===== config.mk =====
export PLATFORM = sky130hd
export DESIGN_NAME = page_write_commit
export DESIGN_NICKNAME = d
export VERILOG_FILES = /design/src/rtl/pwb_pkg.sv /design/src/rtl/pwb_page_store.sv /design/src/rtl/pwb_commit_timer.sv /design/src/rtl/page_write_commit.sv
export SDC_FILE = /design/constraint.sdc
export NUM_CORES = 1
export LEC_CHECK = 0
export BUFFER_PORTS_ARGS = -buffer_cell sky130_fd_sc_hd__buf_2
export CORE_MARGIN = 1.5
export CORE_UTILIZATION = 30
export DETAILED_ROUTE_END_ITERATION = 6
export PLACE_DENSITY_LB_ADDON = 0.2
export SLEW_MARGIN = 20
export SYNTH_ARGS = -nofsm -noshare
export SYNTH_HDL_FRONTEND = slang
export SYNTH_SLANG_ARGS = --single-unit

===== constraint.sdc =====
create_clock -name clk -period 4.5 [get_ports clk]
set_input_delay 0.9 -clock clk [delete_from_list [all_inputs] [get_ports clk]]
set_output_delay 0.9 -clock clk [all_outputs]
set_load 0.02 [all_outputs]

===== src/rtl/pwb_pkg.sv =====
// Shared constants and helpers for the page write buffer.
// Assumes: page size is a power of two.
package pwb_pkg;
    localparam int DEF_ADDR_W      = 14;
    localparam int DEF_DATA_W      = 8;
    localparam int DEF_PAGE_BYTES  = 64;
    localparam int DEF_PROG_CYCLES = 1_250_000;   // 10 ms at 125 MHz

    typedef enum logic [1:0] {
        CMD_NONE    = 2'd0,
        CMD_COMMIT  = 2'd1,
        CMD_DISCARD = 2'd2
    } stop_cmd_e;

    // Decide what an arriving STOP does.
    function automatic stop_cmd_e decode_stop(input logic stop, input logic busy,
                                              input logic filled, input logic prot);
        if (!stop || busy)  return CMD_NONE;
        if (prot)           return CMD_DISCARD;
        if (filled)         return CMD_COMMIT;
        return CMD_NONE;
    endfunction
endpackage


===== src/rtl/pwb_page_store.sv =====
// Page buffer: holds one page of bytes plus a fill flag per slot, the
// page-number bits and the in-page pointer. Assumes PAGE_BYTES is a power of two.
module pwb_page_store #(
    parameter int ADDR_W     = 14,
    parameter int DATA_W     = 8,
    parameter int PAGE_BYTES = 64,
    localparam int OFF_W     = $clog2(PAGE_BYTES),
    localparam int BASE_W    = ADDR_W - OFF_W
) (
    input  logic              clk,
    input  logic              rst_n,
    input  logic              hold,
    input  logic              load,
    input  logic [ADDR_W-1:0] load_addr,
    input  logic              stb,
    input  logic [DATA_W-1:0] data,
    input  logic              clear,
    input  logic [OFF_W-1:0]  rd_idx,
    output logic [DATA_W-1:0] rd_data,
    output logic              rd_filled,
    output logic              any_filled,
    output logic [BASE_W-1:0] base
);
    logic [DATA_W-1:0]     slots [PAGE_BYTES];
    logic [PAGE_BYTES-1:0] filled_q;
    logic [OFF_W-1:0]      ptr_q;
    logic [BASE_W-1:0]     base_q;

    // Address register: page bits and in-page pointer.
    always_ff @(posedge clk) begin
        if (!rst_n) begin
            ptr_q  <= '0;
            base_q <= '0;
        end else if (!hold) begin
            if (load) begin
                ptr_q  <= load_addr[OFF_W-1:0];
                base_q <= load_addr[ADDR_W-1:OFF_W];
            end else if (stb) begin
                ptr_q  <= ptr_q + 1'b1;
            end
        end
    end

    // Fill flags: set per written slot, cleared on load, commit end or discard.
    always_ff @(posedge clk) begin
        if (!rst_n)
            filled_q <= '0;
        else if (clear)
            filled_q <= '0;
        else if (!hold) begin
            if (load)
                filled_q <= '0;
            else if (stb)
                filled_q[ptr_q] <= 1'b1;
        end
    end

    // Data slots: no reset needed, guarded by the fill flags.
    always_ff @(posedge clk) begin
        if (!hold && !load && stb)
            slots[ptr_q] <= data;
    end

    assign rd_data    = slots[rd_idx];
    assign rd_filled  = filled_q[rd_idx];
    assign any_filled = |filled_q;
    assign base       = base_q;

    assert_ptr_wrap_R1: assert property (@(posedge clk) disable iff (!rst_n)
        (!hold && !load && stb && ptr_q == OFF_W'(PAGE_BYTES-1)) |=> (ptr_q == '0));
    assert_base_hold_R6: assert property (@(posedge clk) disable iff (!rst_n)
        hold |=> $stable(base_q));
    assert_filled_hold_R6: assert property (@(posedge clk) disable iff (!rst_n)
        (hold && !clear) |=> $stable(filled_q));
endmodule


===== src/rtl/pwb_commit_timer.sv =====
// Commit timer: holds busy for PROG_CYCLES clocks from a start pulse and
// sweeps the slot index 0..PAGE_BYTES-1 in the first cycles of that window.
// Assumes PROG_CYCLES >= PAGE_BYTES so the sweep ends inside the busy window.
module pwb_commit_timer #(
    parameter int PAGE_BYTES  = 64,
    parameter int PROG_CYCLES = 1_250_000,
    localparam int OFF_W      = $clog2(PAGE_BYTES),
    localparam int CNT_W      = $clog2(PROG_CYCLES + 1)
) (
    input  logic             clk,
    input  logic             rst_n,
    input  logic             start,
    output logic             busy,
    output logic             sweep_on,
    output logic [OFF_W-1:0] sweep_idx,
    output logic             sweep_end
);
    logic             busy_q;
    logic [CNT_W-1:0] cnt_q;
    logic             sweep_q;
    logic [OFF_W-1:0] idx_q;

    // Busy window counter.
    always_ff @(posedge clk) begin
        if (!rst_n) begin
            busy_q <= 1'b0;
            cnt_q  <= '0;
        end else if (start && !busy_q) begin
            busy_q <= 1'b1;
            cnt_q  <= CNT_W'(PROG_CYCLES - 1);
        end else if (busy_q) begin
            if (cnt_q == '0) busy_q <= 1'b0;
            else             cnt_q  <= cnt_q - 1'b1;
        end
    end

    // Slot sweep that drives the array writes.
    always_ff @(posedge clk) begin
        if (!rst_n) begin
            sweep_q <= 1'b0;
            idx_q   <= '0;
        end else if (start && !busy_q) begin
            sweep_q <= 1'b1;
            idx_q   <= '0;
        end else if (sweep_q) begin
            if (idx_q == OFF_W'(PAGE_BYTES-1)) sweep_q <= 1'b0;
            idx_q <= idx_q + 1'b1;
        end
    end

    assign busy      = busy_q;
    assign sweep_on  = sweep_q;
    assign sweep_idx = idx_q;
    assign sweep_end = sweep_q && (idx_q == OFF_W'(PAGE_BYTES-1));

    assert_busy_cause_R4: assert property (@(posedge clk) disable iff (!rst_n)
        $rose(busy_q) |-> $past(start));
    assert_sweep_in_busy_R5: assert property (@(posedge clk) disable iff (!rst_n)
        sweep_q |-> busy_q);
endmodule


===== src/rtl/page_write_commit.sv =====
// Page write buffer with self-timed commit. Collects data bytes of one write
// transaction, and on a STOP either commits the filled slots to the array
// (busy for PROG_CYCLES clocks) or discards them under write protect.
// Assumes the protocol engine withholds acknowledges while busy is high.
module page_write_commit #(
    parameter int ADDR_W      = pwb_pkg::DEF_ADDR_W,
    parameter int DATA_W      = pwb_pkg::DEF_DATA_W,
    parameter int PAGE_BYTES  = pwb_pkg::DEF_PAGE_BYTES,
    parameter int PROG_CYCLES = pwb_pkg::DEF_PROG_CYCLES,
    localparam int OFF_W      = $clog2(PAGE_BYTES),
    localparam int BASE_W     = ADDR_W - OFF_W
) (
    input  logic              clk,
    input  logic              rst_n,
    input  logic              addr_load,
    input  logic [ADDR_W-1:0] start_addr,
    input  logic              byte_stb,
    input  logic [DATA_W-1:0] byte_data,
    input  logic              stop_seen,
    input  logic              wp,
    output logic              arr_we,
    output logic [ADDR_W-1:0] arr_addr,
    output logic [DATA_W-1:0] arr_wdata,
    output logic              busy
);
    import pwb_pkg::*;

    logic              busy_w, sweep_on, sweep_end, rd_filled, any_filled;
    logic [OFF_W-1:0]  sweep_idx;
    logic [DATA_W-1:0] rd_data;
    logic [BASE_W-1:0] base;
    stop_cmd_e         cmd;

    // Classify the STOP against busy, fill state and protect.
    always_comb cmd = decode_stop(stop_seen, busy_w, any_filled, wp);

    pwb_page_store #(.ADDR_W(ADDR_W), .DATA_W(DATA_W), .PAGE_BYTES(PAGE_BYTES)) u_store (
        .clk(clk), .rst_n(rst_n), .hold(busy_w),
        .load(addr_load), .load_addr(start_addr),
        .stb(byte_stb), .data(byte_data),
        .clear(sweep_end || cmd == CMD_DISCARD),
        .rd_idx(sweep_idx), .rd_data(rd_data), .rd_filled(rd_filled),
        .any_filled(any_filled), .base(base)
    );

    pwb_commit_timer #(.PAGE_BYTES(PAGE_BYTES), .PROG_CYCLES(PROG_CYCLES)) u_timer (
        .clk(clk), .rst_n(rst_n), .start(cmd == CMD_COMMIT),
        .busy(busy_w), .sweep_on(sweep_on), .sweep_idx(sweep_idx), .sweep_end(sweep_end)
    );

    assign arr_we    = sweep_on && rd_filled;
    assign arr_addr  = {base, sweep_idx};
    assign arr_wdata = rd_data;
    assign busy      = busy_w;

    assert_we_in_busy_R5: assert property (@(posedge clk) disable iff (!rst_n)
        arr_we |-> busy);
    assert_wp_no_busy_R7: assert property (@(posedge clk) disable iff (!rst_n)
        (stop_seen && wp && !busy) |=> !busy);
    assert_empty_stop_R9: assert property (@(posedge clk) disable iff (!rst_n)
        (stop_seen && !busy && !any_filled) |=> !busy);
    assert_commit_rise_R3: assert property (@(posedge clk) disable iff (!rst_n)
        (stop_seen && !busy && !wp && any_filled) |=> busy);
endmodule


# ---- Word-level counts from Yosys, hierarchy flattened
# Memory sizes are Yosys's and may differ from the RTL's. A register that Yosys moved wholly into a read port is not among the register bits.
# Index checks and enable logic that the tools add are counted.
# W data, S select, Z words.
dict set report classes {
  magnitude_cmp 3
  eq_ne 4
  add_sub_neg 3
  n_mux 33
  n_reduce_logical 21
  bitwise 4
}
# op n
set op_table {}
lappend op_table {{$mux W64} 2}
lappend op_table {{$or A64 B64 Y64} 1}
lappend op_table {{$reduce_or A64 Y1} 1}
lappend op_table {{$mux W21} 3}
lappend op_table {{$mux W6} 4}
lappend op_table {{$logic_not A21 Y1} 1}
lappend op_table {{$sub A21 B1 Y21 const B} 1}
lappend op_table {{$mux W1} 16}
lappend op_table {{$lt A6 B7 Y1 const B} 2}
lappend op_table {{$add A6 B1 Y6 const B} 2}
lappend op_table {{$mux W2} 6}
lappend op_table {{$reduce_and A2 Y1} 4}
lappend op_table {{$bmux W1 S6} 1}
lappend op_table {{$demux W1 S6} 1}
lappend op_table {{$eq A6 B6 Y1 const B} 1}
lappend op_table {{$ge A6 B1 Y1 const B} 1}
lappend op_table {{$logic_and A1 B1 Y1} 6}
lappend op_table {{$reduce_bool A2 Y1} 2}
lappend op_table {{$reduce_or A2 Y1} 2}
lappend op_table {{$logic_not A1 Y1} 3}
lappend op_table {{$not A1 Y1} 3}
lappend op_table {{$eq A2 B1 Y1 const B} 1}
lappend op_table {{$eq A2 B2 Y1 const B} 1}
lappend op_table {{$logic_or A1 B1 Y1} 2}
lappend op_table {{$ne A2 B2 Y1 const B} 1}
dict set report word_totals {
  mem_bits_rw 512
  regBits 107
  inputBits 28
  n_memories 1
  out_inout_bits 24
}
# name words width read_ports rd_clocked_by_memory_dff wr line
set mem_list {}
lappend mem_list {u_store.slots 64 8 1 1 1 pwb_page_store.sv:24} ;# logic [DATA_W-1:0] slots [PAGE_BYTES];

# ---- Longest topological paths before layout
# Gate-level depths: netlist of the first run.
dict set report depth {
  depth_word 13
  depth_mapped 8
  ltp_nobuf 7
}

# ---- By module
# A second synthesis of the first run with hierarchy kept.
dict set report hier_totals {
  hier_cells 1480
  hier_area_um2 24961.4
}
# module area_per_inst_um2 cells_per_inst instances seq_area_each_um2
set by_module_without_submodules {}
lappend by_module_without_submodules {pwb_page_store 23463.8 1313 1 16936.2}
lappend by_module_without_submodules {pwb_commit_timer 1466.4 163 1 580.6}
lappend by_module_without_submodules {page_write_commit 31.3 4 1 0.0}

# ---- Worst setup path after synthesis of the first run
# OpenSTA, ideal clock, no wires.
dict set report synth_path {
  path_type {register to output}
  from {register with a tool-made name}
  to {output port arr_wdata[2]}
  stages_incl_launch_ff 7
  n_path_buf 3
  t_required_ns 3.600
  path_slack_ns 1.535
  arrival_time_ns 2.065
  path_cell_list {dfxtp_1 -> buf_2 -> clkbuf_1 -> clkbuf_1 -> mux4_2 -> o22ai_1 -> o31ai_1}
}
# item line
set synth_lines {}
lappend synth_lines {{end: declaration} page_write_commit.sv:23} ;# output logic [DATA_W-1:0] arr_wdata,

==> impl.org, run 1 <==
** Timing
- Finish-stage setup viols :: 0
- Post-route clock skew :: 0.0220 ns
- The final-report max-slew violation count came to 0.
- Setup repair after global routing missed its margin :: false
- For this run, the top clock speed supported by timing is 0.238 GHz.
- The number of endpoints with negative hold slack in the final report was 0.
- Setup Total Neg Slack :: 0 ns
- Max-slew headroom at the worst pin :: 0.380
- Hold slack final :: 0.459 ns
- Fraction of the cycle the final worst path needs :: 0.933
- The routed design could run at a clock period as short as 4.20 ns.
- Slew @ Worst Pin :: 0.930 ns
- Once routing completed, OpenROAD measured the worst setup slack at 0.302 ns.

** Placement
- Total placed instance area :: 0.0268 sq mm
- Port-buffer cells :: 51
- Once detailed placement completed, the half-perimeter wirelength came to 44.3 mm.
- Routability-driven placement finished with a final weighted congestion of 0.799.
- OpenSTA, run right after detailed placement, puts the worst setup slack at 0.872 ns.

** Global routing
- The initial antenna violation count is 0.
- Remaining global-route overflow :: 0
- Via count of the first global-routing pass :: 14256
- GR peak layer :: met2
- First-pass GRT wire length :: 99.7 mm
- Met2 capacity usage during global routing :: 0.261
- In the global route stage, overall resource usage came out at 0.161.
- For met1 alone, demand over resource in global routing was 0.225.
- Entering global routing, the biggest net connects 73 pins.
- Met3 routing resource usage after global routing :: 0.0258

** Final layout
- Cell area after layout :: 0.0290 sq mm
- Final-stage net count :: 1626
- Post-layout util :: 0.354
- Area delta synth->final :: 17.2%
- Ratio of cells with drive above 1 in the final layout :: 0.265
- Commonest cells after routing, fill and taps aside :: sky130_fd_sc_hd__edfxtp_1 (512), sky130_fd_sc_hd__nor2_1 (174), sky130_fd_sc_hd__mux4_2 (137), sky130_fd_sc_hd__dfxtp_1 (109), sky130_fd_sc_hd__buf_4 (99)
- Counting the fill cells in the layout gives 7738.
- The library cell used most frequently in the layout, excluding fill and tap cells, is sky130_fd_sc_hd__edfxtp_1.
- The repair_antennas step left the layout with diodes totalling 0.

** Power
- In this run the static leakage power is 9.17 nW.
- The share of total power dissipated in combinational logic is 0.043.
- For this design the ratio of total power to cell area is 427 mW/mm^2.
- Switching power as a share of total power :: 0.218
- Sequential power share :: 0.510
- For this design the total switching power over the nets is 2.71 mW.
- VDD IR-drop max :: 0.234 mV
- Cell internal power was estimated by the tool at 9.69 mW.
- The share of total power dissipated in the clock network is 0.447.

** Yosys
- Dividing the synthesized area by the synthesized cell count gives 17.0 sq um.
- Share of synthesized registers carrying an async set or reset :: 0
- Number of different library cells in the post-synthesis netlist :: 58
- The synthesized design contains 625 register bits.
- Yosys printed 0 warnings.
- For this run, the register share of the synthesized area comes to 0.713.
- Yosys mapped a number of flops with a built-in enable equal to 512.
- The largest total area in the synthesized netlist belongs to sky130_fd_sc_hd__edfxtp_1.
- The share of synthesized area in the top cell type comes to 0.621.
- The synthesized netlist occupies a cell area of 0.0247 sq mm.
- Number of nets produced by synthesis :: 1489
- The most used flip-flop cell after synthesis is sky130_fd_sc_hd__edfxtp_1.
- Mapped Cells :: 1458
- Top area cells in the synthesized netlist :: sky130_fd_sc_hd__edfxtp_1 (62%), sky130_fd_sc_hd__mux4_2 (12%), sky130_fd_sc_hd__dfxtp_1 (9.1%), sky130_fd_sc_hd__nor2_1 (2.6%), sky130_fd_sc_hd__mux2i_1 (1.5%)

** Route
- Dividing the detail-routed wire length by the instance count gives 25.0 microns.
- Final ANT Viol Nets :: 0
- For this run, design rule violations remaining after detail routing come to 0.
- Routed via count divided by cell count :: 5.09
- Length of the first detailed-routing pass in iterations :: 5
- Initial detailed-routing violation count :: 1197
- Wires add up to 67.8 mm.
- The final route contains 13828 vias.

** Floorplan
- Placeable core region :: 0.0818 sq mm
- Die outline height :: 290 microns
- The floorplan has 105 rows.
- 52 I/O pins were placed.
- Die Footprint :: 0.0842 sq mm
- The initial utilization of the core area, before any placement, comes to 0.302.
- The floorplan step set the die width to 290 microns.

** Hold path
- Along the worst hold path, the cell count comes to 2.
- The min-delay analysis places its worst path in the category register to register.

** Worst setup path
- Arrival time of data at the critical path endpoint :: 3.30 ns
- On the critical path the largest part of the delay comes from buffers and inverters.
- For the worst setup path, the data required time is 3.60 ns.
- Setup crit start kind :: register
- Crit path largest cell delay :: 0.60 ns
- Worst-path fanout max :: 28
- Critical path capture point type :: primary output
- Slowest stage cell on the critical path :: sky130_fd_sc_hd__dfxtp_4
- Worst path buffer plus inverter count :: 2
- Cell-by-cell trace of the critical path :: buf_4 -> mux4_2 -> o22ai_1 -> a21oi_1 -> nand2_1 -> o21ai_0 -> buf_2
- Counting cells, the worst reg-to-reg path comes to 3.
- Logic depth of the worst setup path including buffers :: 7
- The setup path with the least slack is of type register to primary output.

** Outcome
- Result of the run :: complete, no violations

** Clock tree
- Skew-Pair Late Insertion Delay :: 0.60 ns
- Post-CTS timing repair inserted 0 buffers for setup.
- Number of clock sinks :: 625
- TritonCTS built the clock tree.
- Gates resized during post-CTS repair numbered 0.
- Clock tree root buffer cell :: sky130_fd_sc_hd__clkbuf_16
- Buffers inserted during clock tree synthesis total 70.
- Count of hold buffers inserted by post-cts repair :: 0
- In this run the deepest clock path goes through 3 buffers.
- CTS built an H-tree with a depth of 3.
- Clock edge transition at the registers on the reported setup and hold paths :: 0.06 ns

** Flow run
- Max-cap violation count :: 0
-- final timing paths --
kind | slack, ns | start | end
worst max-delay path | 0.30 | register | arr_wdata[0]
worst min register to register | 0.46 | u_store.base[4] | u_store.base[4]
worst min-delay path | 0.46 | u_store.base[4] | u_store.base[4]
worst max register to register | 1.65 | u_timer.busy | u_store.slots[5][3]
-- tightest hold or removal path, stage by stage, from the launching register on --
cell	delay (ns)
sky130_fd_sc_hd__dfxtp_1	0.31
sky130_fd_sc_hd__nand2_1	0.05
sky130_fd_sc_hd__a21oi_1	0.05
-- kinds of logic (layout without fill, tap and decap cells) --
group | after synthesis | in the layout | synth area share
AO/OA/AOI/OAI | 188 | 188 | 0.0504
XOR/XNOR | 19 | 19 | 0.00672
adder cells (fa/ha/maj) | 3 | 3 | 0.00152
buffers and inverters | 95 | 285 | 0.0159
flip-flops | 625 | 625 | 0.713
multiplexers | 198 | 198 | 0.151
AND/OR/NAND/NOR | 330 | 330 | 0.0622
-- per-stage QoR --
stage,total power [mW],std cells
2_1_floorplan,6.75,1458
3_3_place_gp,6.99,2593
3_5_place_dp,6.99,2593
4_1_cts,12.5,2718
5_1_grt,12.8,2718
6_report,12.4,2718
-- per-layer routing --
metal	vias to the layer above	wire (microns)
met3	109	3070
met5	-	0
li1	6066	-
met1	7264	30600
met4	0	1680
met2	389	32500
-- state kept, by name, indices dropped and copies added, names as in the netlist, named ones only --
register / cells
u_store.ptr_q: 6
u_store.filled_q: 64
u_store.base: 8
u_timer.cnt_q: 21
u_timer.busy: 1
u_store.slots: 512
u_timer.sweep_on: 1
u_timer.sweep_idx: 6
-- cell usage after synthesis (7+ instances only) --
cell type                  number
sky130_fd_sc_hd__edfxtp_1     512
sky130_fd_sc_hd__nor2_1       174
sky130_fd_sc_hd__mux4_2       137
sky130_fd_sc_hd__dfxtp_1      113
sky130_fd_sc_hd__a21oi_1       56
sky130_fd_sc_hd__clkbuf_1      53
sky130_fd_sc_hd__nand2_1       46
sky130_fd_sc_hd__a22oi_1       39
sky130_fd_sc_hd__mux2i_1       37
sky130_fd_sc_hd__buf_2         26
sky130_fd_sc_hd__mux2_2        23
sky130_fd_sc_hd__nor4_1        20
sky130_fd_sc_hd__o22ai_1       17
sky130_fd_sc_hd__o21ai_0       16
sky130_fd_sc_hd__xor2_1        14
sky130_fd_sc_hd__nand4_1       12
sky130_fd_sc_hd__nor2b_1       12
sky130_fd_sc_hd__o31ai_1       11
sky130_fd_sc_hd__a211oi_1      10
sky130_fd_sc_hd__nand3_1       10
sky130_fd_sc_hd__nor3_1         9
sky130_fd_sc_hd__a221oi_1       8
sky130_fd_sc_hd__and2_1         8
sky130_fd_sc_hd__buf_1          8
sky130_fd_sc_hd__nand2b_1       8
sky130_fd_sc_hd__o211ai_1       8
sky130_fd_sc_hd__a211o_1        7
-- area by class of cell --
type,count,area [sq um],area share
inverters,7,26.3,0.000906
repair buffers,153,1060,0.0365
multi-input cells,738,6730,0.232
clock inverters,33,274,0.00944
flip-flops and latches,625,17600,0.608
well taps,1070,1340,0.0461
clock buffers,92,1940,0.0669
-- power by group through the flow --
stage	registers, mW	logic [mW]	clock network (mW)
floorplan	6.43	0.323	0
global placement	6.45	0.540	0
detailed placement	6.45	0.546	0
CTS	6.32	0.547	5.68
global route	6.33	0.586	5.88
finish	6.33	0.536	5.54
Note: power is estimated with default switching activity, not from simulation.
==> run 2: changes to the inputs <==
--- a/config.mk
+++ b/config.mk
@@ -6,7 +6,7 @@
 export NUM_CORES = 1
 export LEC_CHECK = 0
 export BUFFER_PORTS_ARGS = -buffer_cell sky130_fd_sc_hd__buf_2
-export CORE_MARGIN = 1.5
+export CORE_MARGIN = 5
 export CORE_UTILIZATION = 30
 export DETAILED_ROUTE_END_ITERATION = 6
 export PLACE_DENSITY_LB_ADDON = 0.2
==> impl.org, run 2 (same netlist as run 1, synthesis figures left out) <==
** Outcome
- Result of the run :: complete, no violations

** Power
- The part of the total power dissipated in sequential elements is 0.503 (-0.007).
- The total power after layout is 12.6 mW (+1.4%).
- Relative contribution of combinational cells to total power :: 0.042 (about the same)
- VDD IR-drop max :: 0.199 mV (-15%)
- The leakage power summed over all cells came to 9.09 nW (-0.85%).
- Switching power summed over all nets :: 2.66 mW (-1.9%)
- Relative contribution of the clock network to total power :: 0.454 (+0.007)
- Switching power as a share of total power :: 0.211 (-0.00708)
- The power density over the cells is 435 mW/mm^2 (+1.7%).
- Internal Power :: 9.92 mW (+2.3%)

** Worst setup path
- The slack of the worst reg-to-reg path came to 1.61 ns (-0.04 ns).
- The worst-path maximum fanout is 30 (+7.1%).
- The worst endpoint data arrival time was 3.34 ns (+0.04 ns).
- STA classifies the critical path endpoint as a primary output.
- For this design, the slowest cell found on the critical path is sky130_fd_sc_hd__dfxtp_4.
- The worst setup path is of the register to primary output kind.
- The critical path goes through buf_12 -> mux4_2 -> mux2i_1 -> a22oi_1 -> nand2_1 -> o21ai_0 -> buf_2.
- The number of cells traversed by the worst register-to-register path is 3 (unchanged).
- The required time reported for the critical path endpoint was 3.60 ns (about the same).
- The worst register-to-register path ends at u_store.slots[35][5].
- Setup crit start kind :: register
- The stage delay of the slowest cell on the critical path came to 0.62 ns (+0.02 ns).
- In this run the critical register-to-register path is launched from u_timer.busy.

** Final layout
- The share of cells above drive strength 1 was 0.254 (-0.0115).
- The top cell types in the final layout, fill and taps aside, are sky130_fd_sc_hd__edfxtp_1 (512), sky130_fd_sc_hd__nor2_1 (174), sky130_fd_sc_hd__mux4_2 (137), sky130_fd_sc_hd__dfxtp_1 (109), sky130_fd_sc_hd__buf_4 (74).
- Leaving out fill and tap cells, the most frequent cell in the layout is sky130_fd_sc_hd__edfxtp_1.
- The flip-flop count of the largest register, all copies and words added was 512 (unchanged).
- The share of the core filled with cells is 0.353 (-0.00159).
- The count of antenna diodes in the layout was 0 (unchanged).
- Register with the highest flop count :: u_store.slots
- Area delta synth->final :: 16.9%
- Final-stage net count :: 1602 (-1.5%)
- The largest registers in the layout are u_store.slots x512, u_store.filled_q x64, u_timer.cnt_q x21.

** Floorplan
- Starting Density :: 0.302 (-0.000485)
- Die outline height :: 297 microns (+2.4%)
- # rows :: 105 (unchanged)
- The width of the die was 297 microns (+2.4%).
- The die area came to 0.0883 sq mm (+4.9%).
- The I/O pin count came to 52 (unchanged).
- Placeable core region :: 0.0820 sq mm (+0.16%)

** Route
- The violation count after the first detailed-routing iteration was 1373 (+15%).
- Final ANT Viol Nets :: 0 (unchanged)
- The routed via count is 13665 (-1.2%).
- Aggregate routed wire length :: 65.8 mm (-2.9%)
- Wire per inst :: 24.5 microns (-1.9%)
- DRC viols :: 0 (unchanged)
- Routed via count divided by cell count :: 5.08 (-0.15%)
- The number of optimization iterations in the first detailed-route pass came to 6 (+1).

** Timing
- The final-report max-slew violation count was 0 (unchanged).
- Setup Total Neg Slack :: 0 ns (unchanged)
- Min cycle time layout :: 4.24 ns (+0.0440 ns)
- Final setup margin :: 0.258 ns (-0.0440 ns)
- The final worst clock skew came to 0.0190 ns (-0.00297 ns).
- The maximum achievable frequency is 0.236 GHz (-1.0%).
- The number of endpoints with negative hold slack in the final report came to 0 (unchanged).
- Setup repair after global routing missed its margin :: false
- The worst slew margin relative to its limit is 0.294 (-0.0862).
- The final clock period utilization by the worst path was 0.943 (+0.00978).
- The slew at the pin closest to its max-slew limit came to 1.06 ns (+0.129 ns).
- The final setup violation count came to 0 (unchanged).
- Hold slack final :: 0.453 ns (-0.00602 ns)

** Clock tree
- The number of hold-repair buffers added at the cts stage came to 0 (unchanged).
- The number of clock sinks was 625 (unchanged).
- Clock edge transition at the registers on the reported setup and hold paths :: 0.06 ns (about the same)
- Number of buffers created by CTS :: 69 (-1.4%)
- TritonCTS built the clock tree.
- The maximum level of the CTS H-tree is 3 (unchanged).
- Largest buffer count on any clock path :: 3 (unchanged)
- The clock network latency to the later pin of the worst-skew pair is 0.59 ns (about the same).
- The cell sitting at the root of the clock tree is a sky130_fd_sc_hd__clkbuf_16.
- Post-CTS Setup Inserts :: 0 (unchanged)
- PostCTS Resize Cnt :: 0 (unchanged)

** Global routing
- The total overflow reported by the global router is 0 (unchanged).
- First-pass GRT wire length :: 96.7 mm (-3.0%)
- Maximum number of pins on one net before global-route repair :: 65 (-11%)
- Via count of the first global-routing pass :: 13722 (-3.7%)
- The global router's overall resource usage was 0.146 (-0.0154).
- The initial antenna violation count is 1 (+1).

** Placement
- The pre-CTS setup slack came to 0.835 ns (-0.0366 ns).
- Placer Congestion :: 0.806 (+0.84%)
- Final HPWL from detailed placement :: 42.8 mm (-3.4%)
- The count of buffers from port buffering is 51 (unchanged).

** Hold path
- Hold endpoint :: u_store.base[3]
- Hold Startpoint :: u_store.base[3]
- The min-delay analysis places its worst path in the category register to register.
- The cell depth of the worst min-delay path was 2 (unchanged).

** Flow run
- The max-cap check violation count is 0 (unchanged).
==> run 2: cell count changes in the layout (fill, tap and decap cells not counted), moves of 2 or more <==
cell,before,now
sky130_fd_sc_hd__buf_12,3,5
sky130_fd_sc_hd__buf_4,99,74
sky130_fd_sc_hd__bufinv_16,3,9
sky130_fd_sc_hd__clkbuf_16,73,70
sky130_fd_sc_hd__clkbuf_2,2,0
sky130_fd_sc_hd__clkinv_4,1,3
sky130_fd_sc_hd__clkinvlp_4,6,2
==> run 2: worst max-delay path by stage <==
stage	endpoint	slack (ns)	cells after the start
final	arr_wdata[0]	0.26	7
after global routing	arr_wdata[0]	0.1	7
after CTS	arr_wdata[0]	0.20	7
after detailed placement	arr_wdata[0]	0.84	7
after global placement	arr_wdata[0]	0.81	7
after floorplan	arr_wdata[2]	1.54	6
==> run 2: area by class of cell <==
type                    count  area (sq um)
fillers                  7823         53100
multi-input cells         738          6740
well taps                1070          1340
inverters                   7          26.3
repair buffers            130           911
flip-flops and latches    625         17600
clock buffers              87          1870
clock inverters            33           404
==> run 2: routing by layer <==
metal	vias to the layer above	track usage	wire (microns)	part of all wire
met3	95	0.0242	2610	0.040
met2	334	0.232	31000	0.47
met1	7215	0.212	30800	0.47
met5	-	0	13	0.00020
li1	6019	-	-	-
met4	2	0.0338	1380	0.021
==> run 2: worst max-delay path, delay by kind of cell, from the launching register on <==
kind / cells / cell delay (ns)
mux: 2 / 0.98
flops: 1 / 0.62
compound gates: 2 / 0.37
simple gates: 1 / 0.12
buf+inv: 2 / 0.59
==> run 2: through the flow <==
| step | instance area [sq um] | std cells |
|---|---|---|
| floorplan | 24700 | 1458 |
| global placement | 26700 | 2570 |
| detailed placement | 26700 | 2570 |
| CTS | 28900 | 2690 |
| global route | 28900 | 2690 |
| finish | 28900 | 2690 |
==> run 2: power groups by stage <==
stage / Clock (mW) / Combinational [mW] / Sequential, mW
3_3_place_gp: 0 / 0.535 / 6.45
4_1_cts: 5.86 / 0.541 / 6.33
5_1_grt: 6.09 / 0.575 / 6.33
2_1_floorplan: 0 / 0.323 / 6.43
3_5_place_dp: 0 / 0.540 / 6.45
6_report: 5.71 / 0.530 / 6.33
